$ cat src/rtl/alu_pkg.sv
package alu_pkg;

    localparam int ALU_W  = 32;
    localparam int CODE_W = 4;

    // Operation codes: bit 3 inverts A, bit 2 inverts B, bits 1:0 pick the cell output
    typedef enum logic [CODE_W-1:0] {
        OPC_AND  = 4'b0000,
        OPC_OR   = 4'b0001,
        OPC_ADD  = 4'b0010,
        OPC_XOR  = 4'b0011,
        OPC_SUB  = 4'b0110,
        OPC_SLT  = 4'b0111,
        OPC_SLL  = 4'b1000,
        OPC_SRA  = 4'b1001,
        OPC_NOR  = 4'b1100,
        OPC_NAND = 4'b1101
    } alu_code_e;

    // Output picked inside each one-bit cell
    typedef enum logic [1:0] {
        CELL_AND  = 2'b00,
        CELL_OR   = 2'b01,
        CELL_SUM  = 2'b10,
        CELL_LESS = 2'b11
    } cell_pick_e;

    // Source of the final result
    typedef enum logic [2:0] {
        OUT_CHAIN,
        OUT_XOR,
        OUT_SHL,
        OUT_SHR,
        OUT_NONE
    } out_src_e;

    typedef struct packed {
        logic       inv_a;
        logic       inv_b;
        cell_pick_e pick;
        out_src_e   src;
        logic       arith;
    } alu_ctl_t;

    function automatic alu_ctl_t decode_op(input logic [CODE_W-1:0] code);
        alu_ctl_t c;
        c.inv_a = code[3];
        c.inv_b = code[2];
        c.pick  = cell_pick_e'(code[1:0]);
        c.arith = 1'b0;
        case (code)
            OPC_AND, OPC_OR, OPC_SLT,
            OPC_NOR, OPC_NAND: c.src = OUT_CHAIN;
            OPC_ADD, OPC_SUB: begin
                c.src   = OUT_CHAIN;
                c.arith = 1'b1;
            end
            OPC_XOR: c.src = OUT_XOR;
            OPC_SLL: c.src = OUT_SHL;
            OPC_SRA: c.src = OUT_SHR;
            default: c.src = OUT_NONE;
        endcase
        return c;
    endfunction

endpackage

$ cat src/rtl/alu_mux2.sv
module alu_mux2 #(
    parameter int W = 1
) (
    input  logic [W-1:0] d0_i,
    input  logic [W-1:0] d1_i,
    input  logic         sel_i,
    output logic [W-1:0] y_o
);
    assign y_o = sel_i ? d1_i : d0_i;
endmodule

$ cat src/rtl/alu_mux4.sv
module alu_mux4 #(
    parameter int W = 1
) (
    input  logic [W-1:0] d0_i,
    input  logic [W-1:0] d1_i,
    input  logic [W-1:0] d2_i,
    input  logic [W-1:0] d3_i,
    input  logic [1:0]   sel_i,
    output logic [W-1:0] y_o
);
    always_comb begin
        case (sel_i)
            2'd0:    y_o = d0_i;
            2'd1:    y_o = d1_i;
            2'd2:    y_o = d2_i;
            default: y_o = d3_i;
        endcase
    end
endmodule

$ cat src/rtl/alu_bit_cell.sv
module alu_bit_cell (
    input  logic       a_i,
    input  logic       b_i,
    input  logic       inv_a_i,
    input  logic       inv_b_i,
    input  logic [1:0] pick_i,
    input  logic       cin_i,
    input  logic       less_i,
    output logic       res_o,
    output logic       sum_o,
    output logic       cout_o
);
    logic a_eff;
    logic b_eff;
    logic and_b;
    logic or_b;

    alu_mux2 #(.W(1)) u_inv_a (.d0_i(a_i), .d1_i(~a_i), .sel_i(inv_a_i), .y_o(a_eff));
    alu_mux2 #(.W(1)) u_inv_b (.d0_i(b_i), .d1_i(~b_i), .sel_i(inv_b_i), .y_o(b_eff));

    assign and_b  = a_eff & b_eff;
    assign or_b   = a_eff | b_eff;
    assign sum_o  = a_eff ^ b_eff ^ cin_i;
    assign cout_o = (a_eff & b_eff) | (cin_i & (a_eff ^ b_eff));

    alu_mux4 #(.W(1)) u_pick (
        .d0_i (and_b),
        .d1_i (or_b),
        .d2_i (sum_o),
        .d3_i (less_i),
        .sel_i(pick_i),
        .y_o  (res_o)
    );
endmodule

$ cat src/rtl/alu_shifter.sv
module alu_shifter #(
    parameter int W         = 32,
    parameter bit SHIFT_SRA = 1'b0,
    localparam int AMT_W    = $clog2(W)
) (
    input  logic [W-1:0]     data_i,
    input  logic [AMT_W-1:0] amt_i,
    output logic [W-1:0]     data_o
);
    logic [AMT_W:0][W-1:0] stage;

    assign stage[0] = data_i;

    for (genvar s = 0; s < AMT_W; s++) begin : g_stage
        logic [W-1:0] moved;
        if (SHIFT_SRA) begin : g_right
            assign moved = W'($signed(stage[s]) >>> (2 ** s));
        end else begin : g_left
            assign moved = stage[s] << (2 ** s);
        end
        assign stage[s+1] = amt_i[s] ? moved : stage[s];
    end

    assign data_o = stage[AMT_W];
endmodule

$ cat src/rtl/bs_alu.sv
module bs_alu
    import alu_pkg::*;
#(
    parameter int W      = ALU_W,
    localparam int AMT_W = $clog2(W)
) (
    input  logic [W-1:0]      src_a_i,
    input  logic [W-1:0]      src_b_i,
    input  logic [CODE_W-1:0] op_i,
    output logic [W-1:0]      result_o,
    output logic              zero_o,
    output logic              carry_o,
    output logic              ovf_o
);
    alu_ctl_t     ctl;
    logic [W-1:0] chain_res;
    logic         set_less;
    logic         ovf_raw;
    logic [W-1:0] shl_res;
    logic [W-1:0] shr_res;

    assign ctl = decode_op(op_i);

    // Ripple chain of one-bit cells; subtraction forces a carry-in of one
    for (genvar i = 0; i < W; i++) begin : g_cell
        logic cin;
        logic cout;
        logic sum;
        logic res;
        logic less;

        if (i == 0) begin : g_lsb
            assign cin  = ctl.inv_b;
            assign less = set_less;
        end else begin : g_upper
            assign cin  = g_cell[i-1].cout;
            assign less = 1'b0;
        end

        alu_bit_cell u_cell (
            .a_i    (src_a_i[i]),
            .b_i    (src_b_i[i]),
            .inv_a_i(ctl.inv_a),
            .inv_b_i(ctl.inv_b),
            .pick_i (ctl.pick),
            .cin_i  (cin),
            .less_i (less),
            .res_o  (res),
            .sum_o  (sum),
            .cout_o (cout)
        );

        assign chain_res[i] = res;
    end

    // Signed overflow from the carries around the top cell; true sign of A-B fed back
    assign ovf_raw  = g_cell[W-1].cin ^ g_cell[W-1].cout;
    assign set_less = g_cell[W-1].sum ^ ovf_raw;

    alu_shifter #(.W(W), .SHIFT_SRA(1'b0)) u_shl (
        .data_i(src_a_i),
        .amt_i (src_b_i[AMT_W-1:0]),
        .data_o(shl_res)
    );

    alu_shifter #(.W(W), .SHIFT_SRA(1'b1)) u_shr (
        .data_i(src_a_i),
        .amt_i (src_b_i[AMT_W-1:0]),
        .data_o(shr_res)
    );

    always_comb begin
        case (ctl.src)
            OUT_CHAIN: result_o = chain_res;
            OUT_XOR:   result_o = src_a_i ^ src_b_i;
            OUT_SHL:   result_o = shl_res;
            OUT_SHR:   result_o = shr_res;
            default:   result_o = '0;
        endcase
    end

    assign zero_o  = ~|result_o;
    assign carry_o = ctl.arith & g_cell[W-1].cout;
    assign ovf_o   = ctl.arith & ovf_raw;

endmodule

$ cat config.mk
export PLATFORM = sky130hd
export DESIGN_NAME = bs_alu
export DESIGN_NICKNAME = d
export VERILOG_FILES = /design/src/rtl/alu_pkg.sv /design/src/rtl/alu_mux2.sv /design/src/rtl/alu_mux4.sv /design/src/rtl/alu_bit_cell.sv /design/src/rtl/alu_shifter.sv /design/src/rtl/bs_alu.sv
export SDC_FILE = /design/constraint.sdc
export NUM_CORES = 1
export LEC_CHECK = 0
export ABC_AREA = 1
export BUFFER_PORTS_ARGS = -buffer_cell sky130_fd_sc_hd__buf_4
export CAP_MARGIN = 40
export CORE_MARGIN = 10
export CORE_UTILIZATION = 45
export DETAILED_ROUTE_END_ITERATION = 12
export GPL_ROUTABILITY_DRIVEN = 0
export PLACE_DENSITY = 0.76
export SYNTH_ARGS = -nofsm -noshare
export SYNTH_HDL_FRONTEND = slang
export SYNTH_SLANG_ARGS = --single-unit
$ cat constraint.sdc
create_clock -name vclk -period 16.75
set_input_delay 1.675 -clock vclk [all_inputs]
set_output_delay 1.675 -clock vclk [all_outputs]
set_load 0.05 [all_outputs]
==> run metrics, run 1 <==
status=complete, no violations; Final Hold Fails=0; Vias/cell=5.68; Final Worst Setup Slack=439 ps; post-synthesis xor/xnor area fraction=10.7%; CP Max Fanout=2; VDD IR max=0.0000306 V; Area after DPL=8240 um^2; critical path class=input port to primary output; pre-CTS WS=-411 ps; initial drt markers=1,182; Reg area=0 um^2; pin count of the biggest net entering global routing=66; Core Region=15,900 um^2; Mean Syn Cell Area=5.63 um^2; # DRC=0; Post-Syn Area=around 7300 um^2; Critical Path End Type=primary output; Warnings, synthesis=0; Core Rows=46; post-synthesis cell type count=39; drt total wl=28,000 um; initial core utilization=45.9%; mux share of post-synthesis cell area=0%; vias in the first global route=8,274; Leakage=4.29 nW; Worst path top cell family by delay=adder cells; Tmin final=16,310 ps; worst-margin pin slew=~850 ps; Final Setup Violations=0; Detail Route Antenna Nets=0; Worst EP arrival=~15,000 ps; Seq cells=0; Nets=around 1,500; buffers and inverters on the worst path=5; initial antenna violation count=0; PwrDens=44.4 nW/um^2; final instance area=slightly above 8000 um^2; die area=around 22,000 um^2; die height=147 um; share of cells above drive strength 1=14.8%; fmax=between 60 and 70 MHz; placed insts=1,563; hold crit path type=input port to primary output; Chip Width=147 um; slowest cell delay on critical path=440 ps; Rel. slew slack=43.5%; P&R area growth vs syn=13.8%; most frequent CP cell=fa_2; antenna fix cells=0; post-synthesis compound-gate area fraction=8.69%; DPL Wire Length=22,100 um; RSZ-0062 raised after global routing=no; filler instances=1,724; sequential area share after synthesis=0%; PortBufs=103; Crit-path slowest cell=fa_1; Final Util=52.2%; clock buf count=0; simple-gate area share of the yosys netlist=between 40% and 50%; Pre-Repair DR Iteration Count=6; Total Routing Usage GR=24.4%; vias=8,895; grt total ovfl=0; Max-cap violations=0; largest family of logic cells by synthesized area=simple AND/OR/NAND/NOR gates; I/O pin cnt=approximately 100; Worst Setup Start Kind=input port; first-pass GRT wire length=44,100 um; area of the multi-input gates=6520 um^2; DR WL/cell=17.9 um; cell count after synthesis=around 1,300; Crit path required time=about 15,000 ps; Period Utilization, post-route=between 90% and 100%; Slew Limit Fails=0; Post-Synth Adder-Cell Area=19.9%; syn nets=1,460; Layout Cells excl Fill=1,565
## cell families after synthesis
| logic type | count (synthesis) |
|---|---|
| AND/OR/NAND/NOR | 801 |
| buffers and inverters | 211 |
| AO/OA/AOI/OAI | 97 |
| adder cells (fa/ha/maj) | 97 |
| XOR/XNOR | 89 |
## cell type report
type               instances  share of cell area, %
multi-input cells       1084                   78.5
repair buffers           133                   12.2
well taps                216                   3.26
inverters                132                   6.00
## layer usage
layer	track usage, %	vias up	routed length, um
met3	4.18	96	2890
li1	-	4281	-
met4	12.3	0	1730
met1	31.1	3955	11000
met5	0	-	0
met2	38.9	563	12400
## timing repair
item,CTS,global route
hold buffers,0,0
pin swaps,3,14
resized for setup,12,0
setup endpoints to repair,3,3
endpoints found under the hold margin,0,0
setup buffers,1,1
## per-stage QoR
stage          TNS (ps)  hold slack, ps  power (mW)
6_report              0            4020       0.368
5_1_grt               0            4060       0.402
4_1_cts               0            4010       0.363
3_5_place_dp       -536            4010       0.359
3_3_place_gp       -161            4000       0.352
2_1_floorplan         0            3720       0.252
## synthesized netlist by cell type
master	count	area [um^2]
o21bai_1	1	7.51
buf_6	3	33.8
buf_4	7	52.6
nor3b_1	1	7.51
and2_1	3	18.8
o21ai_0	11	55.1
o221ai_1	15	131
inv_2	3	11.3
xor2_1	17	149
nor2_1	81	304
o22ai_1	3	18.8
clkbuf_1	23	86.3
nand2_1	381	1430
nand2_2	8	50.1
fa_1	32	641
a21oi_4	1	16.3
or2_2	3	18.8
nand4_1	9	56.3
nor2_4	2	22.5
inv_1	128	480
a21boi_0	2	15.0
nand2_4	2	22.5
o21ai_1	9	45.0
a21oi_1	28	140
a2bb2oi_1	1	8.76
nand3b_1	1	7.51
nor3_1	2	10.0
buf_1	15	56.3
buf_2	29	145
buf_12	2	40.0
inv_4	1	6.26
o31ai_1	4	30.0
nand3_1	302	1510
nor2_2	5	31.3
o211ai_1	16	120
nand3b_4	1	20.0
ha_1	65	813
a22oi_1	6	45.0
xnor2_1	72	631
## power by group
group	switching, mW	leakage, nW	internal, mW
Sequential	0	0	0
Combinational	0.241	4.29	0.127
Clock	0	0	0
Total	0.241	4.29	0.127
## worst paths after layout
check / start / end / cells past startpoint
max: src_a_i[0] / zero_o / 47
min: src_b_i[4] / result_o[20] / 5
## placed cells by master (no fill, tap or decap), drive strengths merged
cell and count:
o21bai 1, o221ai 15, nor3b 1, xnor2 72, nand3 302, xor2 17
o211ai 16, a21boi 2, o21ai 20, inv 132, a22oi 6, nand3b 2
nor3 2, nor2 88, buf 133, o31ai 4, nand2 391, a21oi 29
o22ai 3, fa 32, nand4 9, and2 3, a2bb2oi 1, ha 65
or2 3
No activity file was read; power rests on OpenSTA's default activity.
==> inputs of run 2 (changes only) <==
--- a/config.mk
+++ b/config.mk
@@ -12,7 +12,7 @@
 export CORE_UTILIZATION = 45
 export DETAILED_ROUTE_END_ITERATION = 12
 export GPL_ROUTABILITY_DRIVEN = 0
-export PLACE_DENSITY = 0.76
+export PLACE_DENSITY = 0.72
 export SYNTH_ARGS = -nofsm -noshare
 export SYNTH_HDL_FRONTEND = slang
 export SYNTH_SLANG_ARGS = --single-unit
==> constraint.sdc (replaced) <==
create_clock -name vclk -period 16.75
set_input_delay 3.35 -clock vclk [all_inputs]
set_output_delay 3.35 -clock vclk [all_outputs]
set_load 0.05 [all_outputs]
==> run 2 against run 1 <==
Against the previous run: non-clock buffer count grew 36; final area increased by 5.9%; worst hold slack improved by 3400 ps; critical path depth shrank 1; maximum frequency shrank 12%; via count increased by 0.92%; the run now ends with negative setup slack left; final cell count increased by 2.3%; clock-buffer cell count did not move; first-iteration DRC count rose by 6.5%; global-route usage grew 0.53 points; total power grew 6.4%; routed wire length up 1.6%; largest cell class unchanged.
==> run metrics, run 2 (synthesized netlist as in run 1, its figures left out) <==
met1 Usage GRT=a little under a third; Vias/cell=around 5.6; PwrDens=approximately 45 nW/um^2; Reg area=0 um^2; Total Neg Setup Slack=-10,560 ps; Slew Limit Fails=0; slowest cell delay on critical path=410 ps; die height=147 um; Seq cells=0; Worst Setup Start Kind=input port; Crit-path slowest cell=fa_1; Core Region=15,900 um^2; vias in the first global route=about 8,400; M2 GR Usage=39.4%; I/O pin cnt=103; VDD IR max=roughly 0.00003 V; Crit path required time=13,400 ps; Global Route met3 Usage=5.16%; most common cell after layout, fill and taps aside=nand2_1; vias=8,977; final instance area=8780 um^2; Hold Slack=7420 ps; worst-margin pin slew=725 ps; critical path class=input port to primary output; most frequent cells in the layout=nand2_1 (379), nand3_1 (297), buf_4 (153); most frequent CP cell=fa_2; initial core utilization=45.9%; antenna fix cells=0; Final Hold Fails=0; initial antenna violation count=0; Final Util=55.3%; Max-cap violations=0; Most Crowded Layer GR=met2; share of cells above drive strength 1=18.4%; Tmin final=between 15,000 and 20,000 ps; Final Setup Violations=10; Period Utilization, post-route=110%; Pre-Repair DR Iteration Count=8; RSZ-0062 raised after global routing=yes; Detail Route Antenna Nets=0; Worst EP arrival=roughly 15,000 ps; failing checks=negative setup slack; drt total wl=roughly 28,000 um; DR WL/cell=17.8 um; die area=21,700 um^2; CP Max Fanout=2; Chip Width=147 um; pin count of the biggest net entering global routing=67; Critical Path End Type=primary output; Rel. slew slack=approximately 52%; hold crit path type=input port to primary output; pre-CTS WS=-1900 ps; Core Rows=46; fmax=54.1 MHz; initial drt markers=around 1,300; first-pass GRT wire length=44,900 um; Leakage=roughly 4.5 nW; status=complete, but fails checks; Area after DPL=8600 um^2; grt total ovfl=0; Total Routing Usage GR=25.0%; Nets=~1,600; Final Worst Setup Slack=-1730 ps; DPL Wire Length=22,500 um; clock buf count=0; # DRC=0; PortBufs=about 100; P&R area growth vs syn=20.5%
## run 2: path summary, 6_finish.rpt
path                         from            to  slack (ps)  cells after the start
worst max-delay path   src_a_i[0]  result_o[31]       -1730                     46
worst min-delay path  src_b_i[13]  result_o[13]        7420                      6
## run 2: through the flow
step	instances	power, mW
3_3_place_gp	1596	0.367
4_1_cts	1600	0.384
6_report	1601	0.392
2_1_floorplan	1295	0.256
3_5_place_dp	1596	0.373
5_1_grt	1601	0.429
## run 2: worst max-delay path, delay by kind of cell
| family | cells | cell delay [ps] |
|---|---|---|
| XOR/XNOR | 1 | 180 |
| AND/OR/NAND/NOR | 2 | 180 |
| adder cells (fa/ha/maj) | 31 | 10060 |
| AO/OA/AOI/OAI | 3 | 450 |
| buffers and inverters | 9 | 880 |
## run 2: layout make-up
class	count	area [um^2]
timing repair buffer	169	1360
tap	216	270
multi-input combinational	1084	6660
inverter	132	498
fill	1654	7100
## run 2: per-layer routing
metal / wire length (um) / vias to the layer above
li1: - / 4357
met1: 11100 / 3975
met2: 12700 / 560
met3: 3070 / 85
met4: 1580 / 0
met5: 0 / -
## run 2: timing repair
action	in CTS	in global routing
endpoints found under the hold margin	0	0
resized for setup	31	7
pin swaps	10	8
setup buffers	5	2
endpoints found under the setup margin	10	10
hold buffers	0	0
## run 2: report_power, final
part           switching, mW  internal, mW  total (mW)
combinational          0.247         0.144       0.392
clock                      0             0           0
sequential                 0             0           0
